===== config.mk =====
export PLATFORM = sky130hd
export DESIGN_NAME = nfc_irq_status
export DESIGN_NICKNAME = d
export VERILOG_FILES = /design/src/rtl/nfc_stat_pkg.sv /design/src/rtl/nfc_rb_sync.sv /design/src/rtl/nfc_stat_bank.sv /design/src/rtl/nfc_mask_reg.sv /design/src/rtl/nfc_irq_gen.sv /design/src/rtl/nfc_irq_status.sv
export SDC_FILE = /design/constraint.sdc
export NUM_CORES = 1
export LEC_CHECK = 0
export ABC_CLOCK_PERIOD_IN_PS = 2700
export BUFFER_PORTS_ARGS = -buffer_cell sky130_fd_sc_hd__buf_4
export CAP_MARGIN = 20
export CORE_MARGIN = 2
export CORE_UTILIZATION = 48
export CTS_BUF_LIST = sky130_fd_sc_hd__clkbuf_4 sky130_fd_sc_hd__clkbuf_8
export DETAILED_ROUTE_END_ITERATION = 12
export GPL_TIMING_DRIVEN = 1
export PLACE_DENSITY = 0.87
export RECOVER_POWER = 50
export SETUP_SLACK_MARGIN = 0.5
export SYNTH_ARGS = -nofsm -noshare
export SYNTH_HDL_FRONTEND = slang
export SYNTH_SLANG_ARGS = --single-unit

===== constraint.sdc =====
create_clock -name clk -period 2.7 [get_ports clk]
set_input_delay 0.405 -clock clk [delete_from_list [all_inputs] [get_ports clk]]
set_output_delay 0.405 -clock clk [all_outputs]
set_load 0.005 [all_outputs]

===== src/rtl/nfc_stat_pkg.sv =====
package nfc_stat_pkg;
   localparam int STAT_W      = 12;
   localparam int EVT_W       = STAT_W - 1;
   localparam int BIT_WCMD    = 0;
   localparam int BIT_RDREQ   = 1;
   localparam int BIT_WRREQ   = 2;
   localparam int BIT_SGLERR  = 3;
   localparam int BIT_DBLERR  = 4;
   localparam int BIT_BAD1    = 5;
   localparam int BIT_BAD0    = 6;
   localparam int BIT_CDONE1  = 7;
   localparam int BIT_CDONE0  = 8;
   localparam int BIT_PDONE1  = 9;
   localparam int BIT_PDONE0  = 10;
   localparam int BIT_READY   = 11;
   typedef logic [STAT_W-1:0] stat_vec_t;
   localparam stat_vec_t ALL_DISABLED = '1;
endpackage


===== src/rtl/nfc_rb_sync.sv =====
module nfc_rb_sync #(
   parameter int STAGES = 2
) (
   input  logic clk,
   input  logic rst_n,
   input  logic level_i,
   output logic rise_o
);
   generate
      if (STAGES < 2) begin : g_bad_stages
         $error("nfc_rb_sync: STAGES must be at least 2");
      end
   endgenerate

   logic [STAGES-1:0] chain_q;
   logic              prev_q;

   always_ff @(posedge clk) begin
      if (!rst_n) begin
         chain_q <= '0;
         prev_q  <= 1'b0;
      end else begin
         chain_q <= {chain_q[STAGES-2:0], level_i};
         prev_q  <= chain_q[STAGES-1];
      end
   end

   assign rise_o = chain_q[STAGES-1] & ~prev_q;

   // a held level produces a single set pulse
   p_rise_single_r7: assert property (@(posedge clk) disable iff (!rst_n)
      rise_o |=> !rise_o);
endmodule


===== src/rtl/nfc_stat_bank.sv =====
module nfc_stat_bank #(
   parameter int W = 12
) (
   input  logic         clk,
   input  logic         rst_n,
   input  logic [W-1:0] set_i,
   input  logic [W-1:0] clr_i,
   output logic [W-1:0] stat_o
);
   logic [W-1:0] stat_q;

   generate
      for (genvar i = 0; i < W; i++) begin : g_bit
         always_ff @(posedge clk) begin
            if (!rst_n)
               stat_q[i] <= 1'b0;
            else if (set_i[i])
               stat_q[i] <= 1'b1;
            else if (clr_i[i])
               stat_q[i] <= 1'b0;
         end
      end
   endgenerate

   assign stat_o = stat_q;

   // a clear with no competing set empties the bit
   p_w1c_clears_r3: assert property (@(posedge clk) disable iff (!rst_n)
      ((clr_i & ~set_i) != '0) |=> ((stat_q & $past(clr_i & ~set_i)) == '0));
   // a set always lands, even against a clear
   p_set_wins_r5: assert property (@(posedge clk) disable iff (!rst_n)
      (set_i != '0) |=> ((stat_q & $past(set_i)) == $past(set_i)));
   // bits not cleared stay set
   p_sticky_r8: assert property (@(posedge clk) disable iff (!rst_n)
      ((stat_q & ~clr_i) != '0) |=> ((stat_q & $past(stat_q & ~clr_i)) == $past(stat_q & ~clr_i)));
endmodule


===== src/rtl/nfc_mask_reg.sv =====
module nfc_mask_reg #(
   parameter int W = 12
) (
   input  logic         clk,
   input  logic         rst_n,
   input  logic         we_i,
   input  logic [W-1:0] wdata_i,
   output logic [W-1:0] mask_o
);
   logic [W-1:0] mask_q;

   always_ff @(posedge clk) begin
      if (!rst_n)
         mask_q <= '1;
      else if (we_i)
         mask_q <= wdata_i;
   end

   assign mask_o = mask_q;

   // no write strobe, no change
   p_mask_hold_r9: assert property (@(posedge clk) disable iff (!rst_n)
      !we_i |=> (mask_q == $past(mask_q)));
endmodule


===== src/rtl/nfc_irq_gen.sv =====
module nfc_irq_gen #(
   parameter int W          = 12,
   parameter bit REGISTERED = 1'b0
) (
   input  logic         clk,
   input  logic         rst_n,
   input  logic [W-1:0] stat_i,
   input  logic [W-1:0] mask_i,
   output logic         irq_o
);
   logic pending;
   assign pending = |(stat_i & ~mask_i);

   generate
      if (REGISTERED) begin : g_reg
         logic irq_q;
         always_ff @(posedge clk) begin
            if (!rst_n) irq_q <= 1'b0;
            else        irq_q <= pending;
         end
         assign irq_o = irq_q;
         // fully disabled masks silence the line one cycle on
         p_all_masked_quiet_r4: assert property (@(posedge clk) disable iff (!rst_n)
            (mask_i == '1) |=> !irq_o);
      end else begin : g_comb
         assign irq_o = pending;
         // fully disabled masks silence the line
         p_all_masked_quiet_r4: assert property (@(posedge clk) disable iff (!rst_n)
            (mask_i == '1) |-> !irq_o);
         // no pending status, no interrupt
         p_no_stat_quiet_r4: assert property (@(posedge clk) disable iff (!rst_n)
            (stat_i == '0) |-> !irq_o);
      end
   endgenerate
endmodule


===== src/rtl/nfc_irq_status.sv =====
module nfc_irq_status
   import nfc_stat_pkg::*;
#(
   parameter int ADDR_W      = 4,
   parameter int DATA_W      = 32,
   parameter int CTRL_ADDR   = 0,
   parameter int STAT_ADDR   = 5,
   parameter int SYNC_STAGES = 2,
   parameter bit IRQ_REG     = 1'b0
) (
   input  logic              clk,
   input  logic              rst_n,
   input  logic [ADDR_W-1:0] bus_addr,
   input  logic              bus_we,
   input  logic [DATA_W-1:0] bus_wdata,
   output logic [DATA_W-1:0] bus_rdata,
   input  logic [EVT_W-1:0]  evt_pulse,
   input  logic              rb_level,
   output logic              irq
);
   localparam int PAD_W = DATA_W - STAT_W;
   localparam logic [ADDR_W-1:0] CTRL_A = ADDR_W'(CTRL_ADDR);
   localparam logic [ADDR_W-1:0] STAT_A = ADDR_W'(STAT_ADDR);

   generate
      if (DATA_W < 16) begin : g_bad_dw
         $error("nfc_irq_status: DATA_W must be at least 16");
      end
      if (CTRL_ADDR == STAT_ADDR) begin : g_bad_map
         $error("nfc_irq_status: control and status addresses must differ");
      end
      if (CTRL_ADDR >= (1 << ADDR_W) || STAT_ADDR >= (1 << ADDR_W)) begin : g_bad_addr
         $error("nfc_irq_status: register address outside ADDR_W");
      end
   endgenerate

   logic      hit_ctrl, hit_stat;
   logic      ready_rise;
   stat_vec_t set_vec, clr_vec, stat_q, mask_q;
   logic      unused_hi;

   assign hit_ctrl  = (bus_addr == CTRL_A);
   assign hit_stat  = (bus_addr == STAT_A);
   assign unused_hi = ^bus_wdata[DATA_W-1:STAT_W];

   nfc_rb_sync #(.STAGES(SYNC_STAGES)) u_rb (
      .clk     (clk),
      .rst_n   (rst_n),
      .level_i (rb_level),
      .rise_o  (ready_rise)
   );

   // ECC outcome priority: a double-bit report hides a same-cycle single-bit one
   always_comb begin
      set_vec             = {ready_rise, evt_pulse};
      set_vec[BIT_SGLERR] = evt_pulse[BIT_SGLERR] & ~evt_pulse[BIT_DBLERR];
   end

   assign clr_vec = (bus_we && hit_stat) ? bus_wdata[STAT_W-1:0] : '0;

   nfc_stat_bank #(.W(STAT_W)) u_stat (
      .clk    (clk),
      .rst_n  (rst_n),
      .set_i  (set_vec),
      .clr_i  (clr_vec),
      .stat_o (stat_q)
   );

   nfc_mask_reg #(.W(STAT_W)) u_mask (
      .clk     (clk),
      .rst_n   (rst_n),
      .we_i    (bus_we && hit_ctrl),
      .wdata_i (bus_wdata[STAT_W-1:0]),
      .mask_o  (mask_q)
   );

   nfc_irq_gen #(.W(STAT_W), .REGISTERED(IRQ_REG)) u_irq (
      .clk    (clk),
      .rst_n  (rst_n),
      .stat_i (stat_q),
      .mask_i (mask_q),
      .irq_o  (irq)
   );

   always_comb begin
      if (hit_ctrl)      bus_rdata = {{PAD_W{1'b0}}, mask_q};
      else if (hit_stat) bus_rdata = {{PAD_W{1'b0}}, stat_q};
      else               bus_rdata = '0;
   end

   // double-bit wins over single-bit in the same cycle
   p_dbl_over_sgl_r6: assert property (@(posedge clk) disable iff (!rst_n)
      (evt_pulse[BIT_DBLERR] && evt_pulse[BIT_SGLERR] && !stat_q[BIT_SGLERR] && !clr_vec[BIT_DBLERR])
      |=> (stat_q[BIT_DBLERR] && !stat_q[BIT_SGLERR]));
   // an event pulse lands in its own bit
   p_evt_lands_r2: assert property (@(posedge clk) disable iff (!rst_n)
      evt_pulse[BIT_CDONE0] |=> stat_q[BIT_CDONE0]);
endmodule


==> metrics.md, run 1 <==
| Metric | Value |
|---|---|
| Flop pwr share | `0.597` |
| Final setup fails | `0` |
| Crit share post-route | `0.791` |
| Register area share after synthesis | `0.382` |
| Leakage | `0.819 nW` |
| RSZ-0062 raised after global routing | `false` |
| DR pass1 iterations | `4` |
| Mapped Cells | `163` |
| Post-Syn Area | `0.00142 mm^2` |
| Logic pwr share | `0.155` |
| Number of hold buffers added after CTS | `0` |
| Crit. End Element | `output pin` |
| Hold_ws | `284 ps` |
| Number of CTS-inserted buffers | `3` |
| Max Slew Vio Count | `0` |
| Die width | `58.3 um` |
| Synth warn | `0` |
| Post-Place Cell Area | `0.00164 mm^2` |
| Crit path max fanout | `3` |
| Tmin final | `2140 ps` |
| Die Span Y | `58.3 um` |
| Layout cells sized above 1 | `0.247` |
| Wire length of the first global-routing pass | `4.82 mm` |
| Slew headroom | `0.275` |
| Worst skew pair latency | `310 ps` |
| Root cell of the clock tree | `clkbuf_4` |
| H-tree Lvls | `1` |
| CTS tree | `done` |
| Syn avg cell area | `8.69 um^2` |
| Top cell type by total area after synthesis | `dfxtp_1` |
| Post-route ant nets | `0` |
| CTS Buffer Depth | `2` |
| Synth cell types | `22` |
| Top cells by count, synth | `dfxtp_1, inv_1, buf_4` |
| Global-route usage over all layers | `0.182` |
| DIE AREA | `0.00340 mm^2` |
| Most common cell in the netlist | `dfxtp_1` |
| Internal power | `0.544 mW` |
| # resized after CTS | `0` |
| Hold/Removal Path Class | `input pin to flip-flop` |
| Power density cells | `434 mW/mm^2` |
| Non-Filler Instances | `229` |
| Core Area | `0.00278 mm^2` |
| Async SR Flop Fraction | `0` |
| Net Sw Frac | `0.243` |
| Max cap viols | `0` |
| Initial antenna violation count | `0` |
| Port Buffers | `43` |
| Grt ovf | `0` |
| Routed wire length | `2.93 mm` |
| Fin Setup TNS | `0 ps` |
| Yosys reg bits | `27` |
| Max VDD drop | `267 uV` |
| Fin. Hold Viols | `0` |
| Worst EP arrival | `1730 ps` |
| Starting density of the core | `0.509` |
| Setup Skew | `0.0772 ps` |
| Vias in the first global route | `1073` |
| DP Wirelength | `2.01 mm` |
| P_sw | `0.174 mW` |
| Via/cell ratio | `5.28` |
| Worst-path clk slew | `130 ps` |
| Pre-CTS WS | `778 ps` |
| Number of flops mapped to enable cells by yosys | `0` |
| FMAX | `468 MHz` |
| Final instance area | `0.00166 mm^2` |
| Post-CTS setup buffer count | `0` |
| Worst-margin pin slew | `1090 ps` |
| Synth area leaders | `dfxtp_1, buf_4, a22o_1, o211ai_1, a41oi_1` |
| Largest net degree at the start of global routing | `29` |
| Clk pwr share | `0.249` |
| DRC violations left | `0` |
| Main synth FF type | `dfxtp_1` |
| DR vias | `1209` |
| Required @ worst endpoint | `2300 ps` |
| GPL Wtd Cong | `0.696` |
| Syn-to-layout area delta | `16.9%` |
| Final WS setup | `564 ps` |
| I/O Pins | `84` |
| Initial drt markers | `50` |
| Share of the synthesized area in the top cell type | `0.382` |
| Placed cell count | `225` |
| Fin nets | `250` |
| ANT cells | `0` |
| Setup CP Type | `flip-flop to output pin` |
| CTS sink count | `27` |
| Worst Setup Start Kind | `flip-flop` |
| Fill count | `274` |
| Rows | `19` |
| WL/cell | `12.8 um` |
| Status | `finished clean` |
critical path: stages (launching register included):
cell	delay, ps
dfxtp_1	340
nor2b_1	130
a2111oi_0	590
nand3_1	180
buf_4	180
kinds of logic after synthesis:
family          after synthesis  synth area share
buf+inv                      55             0.211
compound gates               50             0.271
simple gates                 30             0.133
flops                        27             0.382
other cells                   1           0.00265
metrics by stage:
stage	utilization	power, mW
2_1_floorplan	-	0.512
3_3_place_gp	0.591	0.549
3_5_place_dp	0.591	0.551
4_1_cts	0.602	0.731
5_1_grt	0.595	0.762
6_report	0.595	0.719
state kept, by name, indices dropped and copies added (netlist names):
signal,count
u_mask.mask_o,12
u_stat.stat_o,12
u_rb.chain_q,2
u_rb.prev_q,1
final cells by class:
class                           count  area (um^2)  share of cell area
Clock buffer                        4         30.0              0.0181
Inverter                           23         86.3              0.0522
Multi-Input combinational cell    100          633               0.382
Sequential cell                    27          541               0.327
Tap cell                           31         38.8              0.0234
Timing Repair Buffer               44          327               0.197
cells in the final DEF, fill, tap and decap left out, drive strengths merged:
master,n
and4bb,1
a31o,1
nor4,1
conb,20
clkbuf,6
a2111oi,3
o21ai,10
o211ai,12
nand2,1
nor2b,9
and2,4
buf,42
a32o,1
dfxtp,27
a22o,12
a41oi,10
nand3,14
a31oi,1
inv,23
worst paths after layout:
kind	start	endpoint	slack [ps]	depth (start not counted)
max	u_stat.stat_o[5]	irq	560	4
min	rb_level	u_rb.chain_q[0]	280	2
max reg2reg	u_stat.stat_o[3]	u_stat.stat_o[3]	1910	3
min reg2reg	u_rb.chain_q[0]	u_rb.chain_q[1]	450	1
power by group through the flow:
stage / sequential, mW / clock [mW] / combinational [mW]
2_1_floorplan: 0.434 / 0 / 0.0783
3_3_place_gp: 0.437 / 0 / 0.112
3_5_place_dp: 0.437 / 0 / 0.113
4_1_cts: 0.428 / 0.189 / 0.114
5_1_grt: 0.432 / 0.205 / 0.125
6_report: 0.429 / 0.179 / 0.111
metal layers:
metal,up-vias,GRT usage,share of wire
li1,610,-,-
met1,546,0.265,0.45
met2,51,0.279,0.46
met3,2,0.0242,0.080
met4,0,0.0598,0.0051
met5,-,0,0
No activity file was read; power rests on OpenSTA's default activity.
==> run 2, diff against run 1 <==
--- a/config.mk
+++ b/config.mk
@@ -5,15 +5,15 @@
 export SDC_FILE = /design/constraint.sdc
 export NUM_CORES = 1
 export LEC_CHECK = 0
-export ABC_CLOCK_PERIOD_IN_PS = 2700
+export ABC_CLOCK_PERIOD_IN_PS = 2000
 export BUFFER_PORTS_ARGS = -buffer_cell sky130_fd_sc_hd__buf_4
 export CAP_MARGIN = 20
 export CORE_MARGIN = 2
-export CORE_UTILIZATION = 48
+export CORE_UTILIZATION = 45
 export CTS_BUF_LIST = sky130_fd_sc_hd__clkbuf_4 sky130_fd_sc_hd__clkbuf_8
 export DETAILED_ROUTE_END_ITERATION = 12
 export GPL_TIMING_DRIVEN = 1
-export PLACE_DENSITY = 0.87
+export PLACE_DENSITY = 0.82
 export RECOVER_POWER = 50
 export SETUP_SLACK_MARGIN = 0.5
 export SYNTH_ARGS = -nofsm -noshare
==> constraint.sdc (replaced) <==
create_clock -name clk -period 2 [get_ports clk]
set_input_delay 0.3 -clock clk [delete_from_list [all_inputs] [get_ports clk]]
set_output_delay 0.3 -clock clk [all_outputs]
set_load 0.005 [all_outputs]
==> metrics.md, run 2 (same netlist as run 1, synthesis figures left out) <==
| Metric | Value |
|---|---|
| Status | `finished clean` |
| CP max-delay cell | `and2_0` |
| Met2 Track Usage GR | `0.332 (+0.0530)` |
| Worst Setup Start Kind | `input pin` |
| Max VDD drop | `423 uV (+59%)` |
| Post-route ant nets | `0 (unchanged)` |
| Worst-margin pin slew | `1110 ps (+19.1 ps)` |
| Crit share post-route | `0.878` |
| I/O Pins | `84 (unchanged)` |
| Hold_ws | `183 ps (-101 ps)` |
| Hold path endpoint | `u_rb.chain_q[0]` |
| Hold/Removal Path Class | `input pin to flip-flop` |
| Most common cell after layout, fill and taps aside | `buf_4` |
| Max cap viols | `0 (unchanged)` |
| Pre-CTS WS | `342 ps (-435 ps)` |
| Via/cell ratio | `5.25 (-0.58%)` |
| DRC violations left | `0 (unchanged)` |
| Flop pwr share | `0.573 (-0.024)` |
| Max Slew Vio Count | `0 (unchanged)` |
| Most Used Layer, Global Route | `met2` |
| Initial drt markers | `46 (-8.0%)` |
| Final WS setup | `244 ps (-320 ps)` |
| ANT cells | `0 (unchanged)` |
| Initial antenna violation count | `0 (unchanged)` |
| Power density cells | `520 mW/mm^2 (+20%)` |
| Worst Hold Launch | `rb_level` |
| R2r endpoint | `u_stat.stat_o[2]` |
| Worst EP arrival | `1910 ps (+180 ps)` |
| CTS Buffer Depth | `2 (unchanged)` |
| Starting density of the core | `0.468 (-0.0415)` |
| Root cell of the clock tree | `clkbuf_4` |
| Clk pwr share | `0.240 (-0.009)` |
| Crit-path max cell delay | `570 ps (-20 ps)` |
| WL/cell | `14.7 um (+14%)` |
| Die Span Y | `60.1 um (+3.1%)` |
| Port Buffers | `43 (unchanged)` |
| Reg2Reg Setup Slack | `1150 ps (-760 ps)` |
| Die width | `60.1 um (+3.1%)` |
| Fin. Hold Viols | `0 (unchanged)` |
| GR met1 Demand/Resource | `0.264 (-0.000627)` |
| Fill count | `273 (-0.36%)` |
| CP cell instances | `buf_6 -> nor4_4 -> clkbuf_1 -> clkbuf_16 -> and2_0 -> o211ai_1` |
| DR vias | `1328 (+9.8%)` |
| Crit. End Element | `flip-flop` |
| Most frequent cells in the layout | `buf_4, inv_1, conb_1, dfxtp_1, nand3_1` |
| Fin nets | `261 (+4.4%)` |
| Fin Setup TNS | `0 ps (unchanged)` |
| Number of CTS-inserted buffers | `3 (unchanged)` |
| Rows | `20 (+1)` |
| Routed wire length | `3.71 mm (+26%)` |
| Setup CP Type | `input pin to flip-flop` |
| Wire length of the first global-routing pass | `5.51 mm (+14%)` |
| Internal power | `0.764 mW (+40%)` |
| Largest net degree at the start of global routing | `29 (unchanged)` |
| DP Wirelength | `2.05 mm (+1.9%)` |
| RSZ-0062 raised after global routing | `true` |
| DIE AREA | `0.00361 mm^2 (+6.2%)` |
| Tmin final | `1760 ps` |
| Grt ovf | `0 (unchanged)` |
| Overall power | `1.02 mW (+42%)` |
| GPL Wtd Cong | `0.767 (+10%)` |
| Final setup fails | `0 (unchanged)` |
| DR pass1 iterations | `4 (unchanged)` |
| Vias in the first global route | `1163 (+8.4%)` |
| Logic pwr share | `0.186 (+0.031)` |
| Hold Crit Depth | `2 (unchanged)` |
| P_sw | `0.255 mW (+46%)` |
| Required @ worst endpoint | `2150 ps (-150 ps)` |
| Net Sw Frac | `0.250 (+0.00736)` |
| Worst skew pair latency | `320 ps (about the same)` |
| Layout cells sized above 1 | `0.344 (+0.0970)` |
| Worst-path clk slew | `140 ps (about the same)` |
| Slew headroom | `0.262 (-0.0127)` |
| Core Area | `0.00303 mm^2 (+8.9%)` |
| GR Util met3 | `0.0498 (+0.0256)` |
| CTS sink count | `27 (unchanged)` |
| FMAX | `570 MHz` |
| Syn-to-layout area delta | `38.3%` |
| Global-route usage over all layers | `0.201 (+0.0190)` |
| Setup Skew | `7.10 ps (+7.02 ps)` |
| Crit path max fanout | `12 (+9)` |
| Reg2Reg Depth | `2 (-1)` |
| Reg2reg start | `u_stat.stat_o[2]` |
| CTS tree | `done` |
| Leakage | `0.935 nW (+14%)` |
| H-tree Lvls | `1 (unchanged)` |
==> run 2: changes by cell type in the layout (fill, tap and decap cells not counted), moves of 3 or more <==
cell,previous run,this run
a2111oi_0,3,0
buf_6,0,4
clkbuf_16,0,3
dfxtp_1,27,20
dfxtp_2,0,7
nor2b_1,9,6
nor2b_4,0,3
==> run 2: timing repair <==
action / CTS / global route
cloned: 1 / 3
pin swaps: 5 / 5
hold buffers: 0 / 0
hold endpoints to repair: 0 / 0
resized for setup: 21 / 5
setup endpoints to repair: 8 / 13
setup buffers: 4 / 2
==> run 2: worst max-delay path by stage <==
stage / end / cells past startpoint / slack, ps / start
2_1_floorplan: bus_rdata[10] / 3 / 650 / bus_addr[2]
6_report: u_mask.mask_o[6] / 6 / 240 / bus_addr[0]
4_1_cts: irq / 4 / 290 / u_stat.stat_o[0]
3_5_place_dp: u_mask.mask_o[2] / 5 / 340 / bus_addr[2]
5_1_grt: u_mask.mask_o[10] / 6 / 130 / bus_addr[0]
3_3_place_gp: u_mask.mask_o[8] / 5 / 340 / bus_addr[2]
==> run 2: area by class of cell <==
| class | count | area, um^2 | area share |
|---|---|---|---|
| Tap cell | 44 | 55.1 | 0.0281 |
| Timing Repair Buffer | 55 | 523 | 0.267 |
| Clock buffer | 4 | 30.0 | 0.0153 |
| Inverter | 23 | 86.3 | 0.0441 |
| Sequential cell | 27 | 549 | 0.281 |
| Multi-Input combinational cell | 100 | 714 | 0.365 |
==> run 2: stage by stage <==
step / area, um^2 / std cells / utilization
2_1_floorplan: 1490 / 182 / -
3_3_place_gp: 1690 / 239 / 0.559
3_5_place_dp: 1690 / 239 / 0.559
4_1_cts: 1860 / 248 / 0.614
5_1_grt: 1960 / 253 / 0.647
6_report: 1960 / 253 / 0.647
==> run 2: metal layers <==
layer / part of all wire / vias up
met5: 0 / -
met4: 0.018 / 0
met3: 0.089 / 6
met2: 0.49 / 66
met1: 0.40 / 620
li1: - / 636
==> run 2: power by group through the flow <==
stage | clock [mW] | sequential [mW] | combinational, mW
5_1_grt | 0.269 | 0.587 | 0.210
3_3_place_gp | 0 | 0.589 | 0.156
6_report | 0.245 | 0.584 | 0.190
2_1_floorplan | 0 | 0.586 | 0.106
4_1_cts | 0.251 | 0.582 | 0.177
3_5_place_dp | 0 | 0.590 | 0.159
==> run 2: worst max-delay path: cells and delay by family <==
kind,cells,cell delay [ps]
AOI/OAI and AO/OA,1,160
buffers and inverters,3,630
and+or+nand+nor,2,820
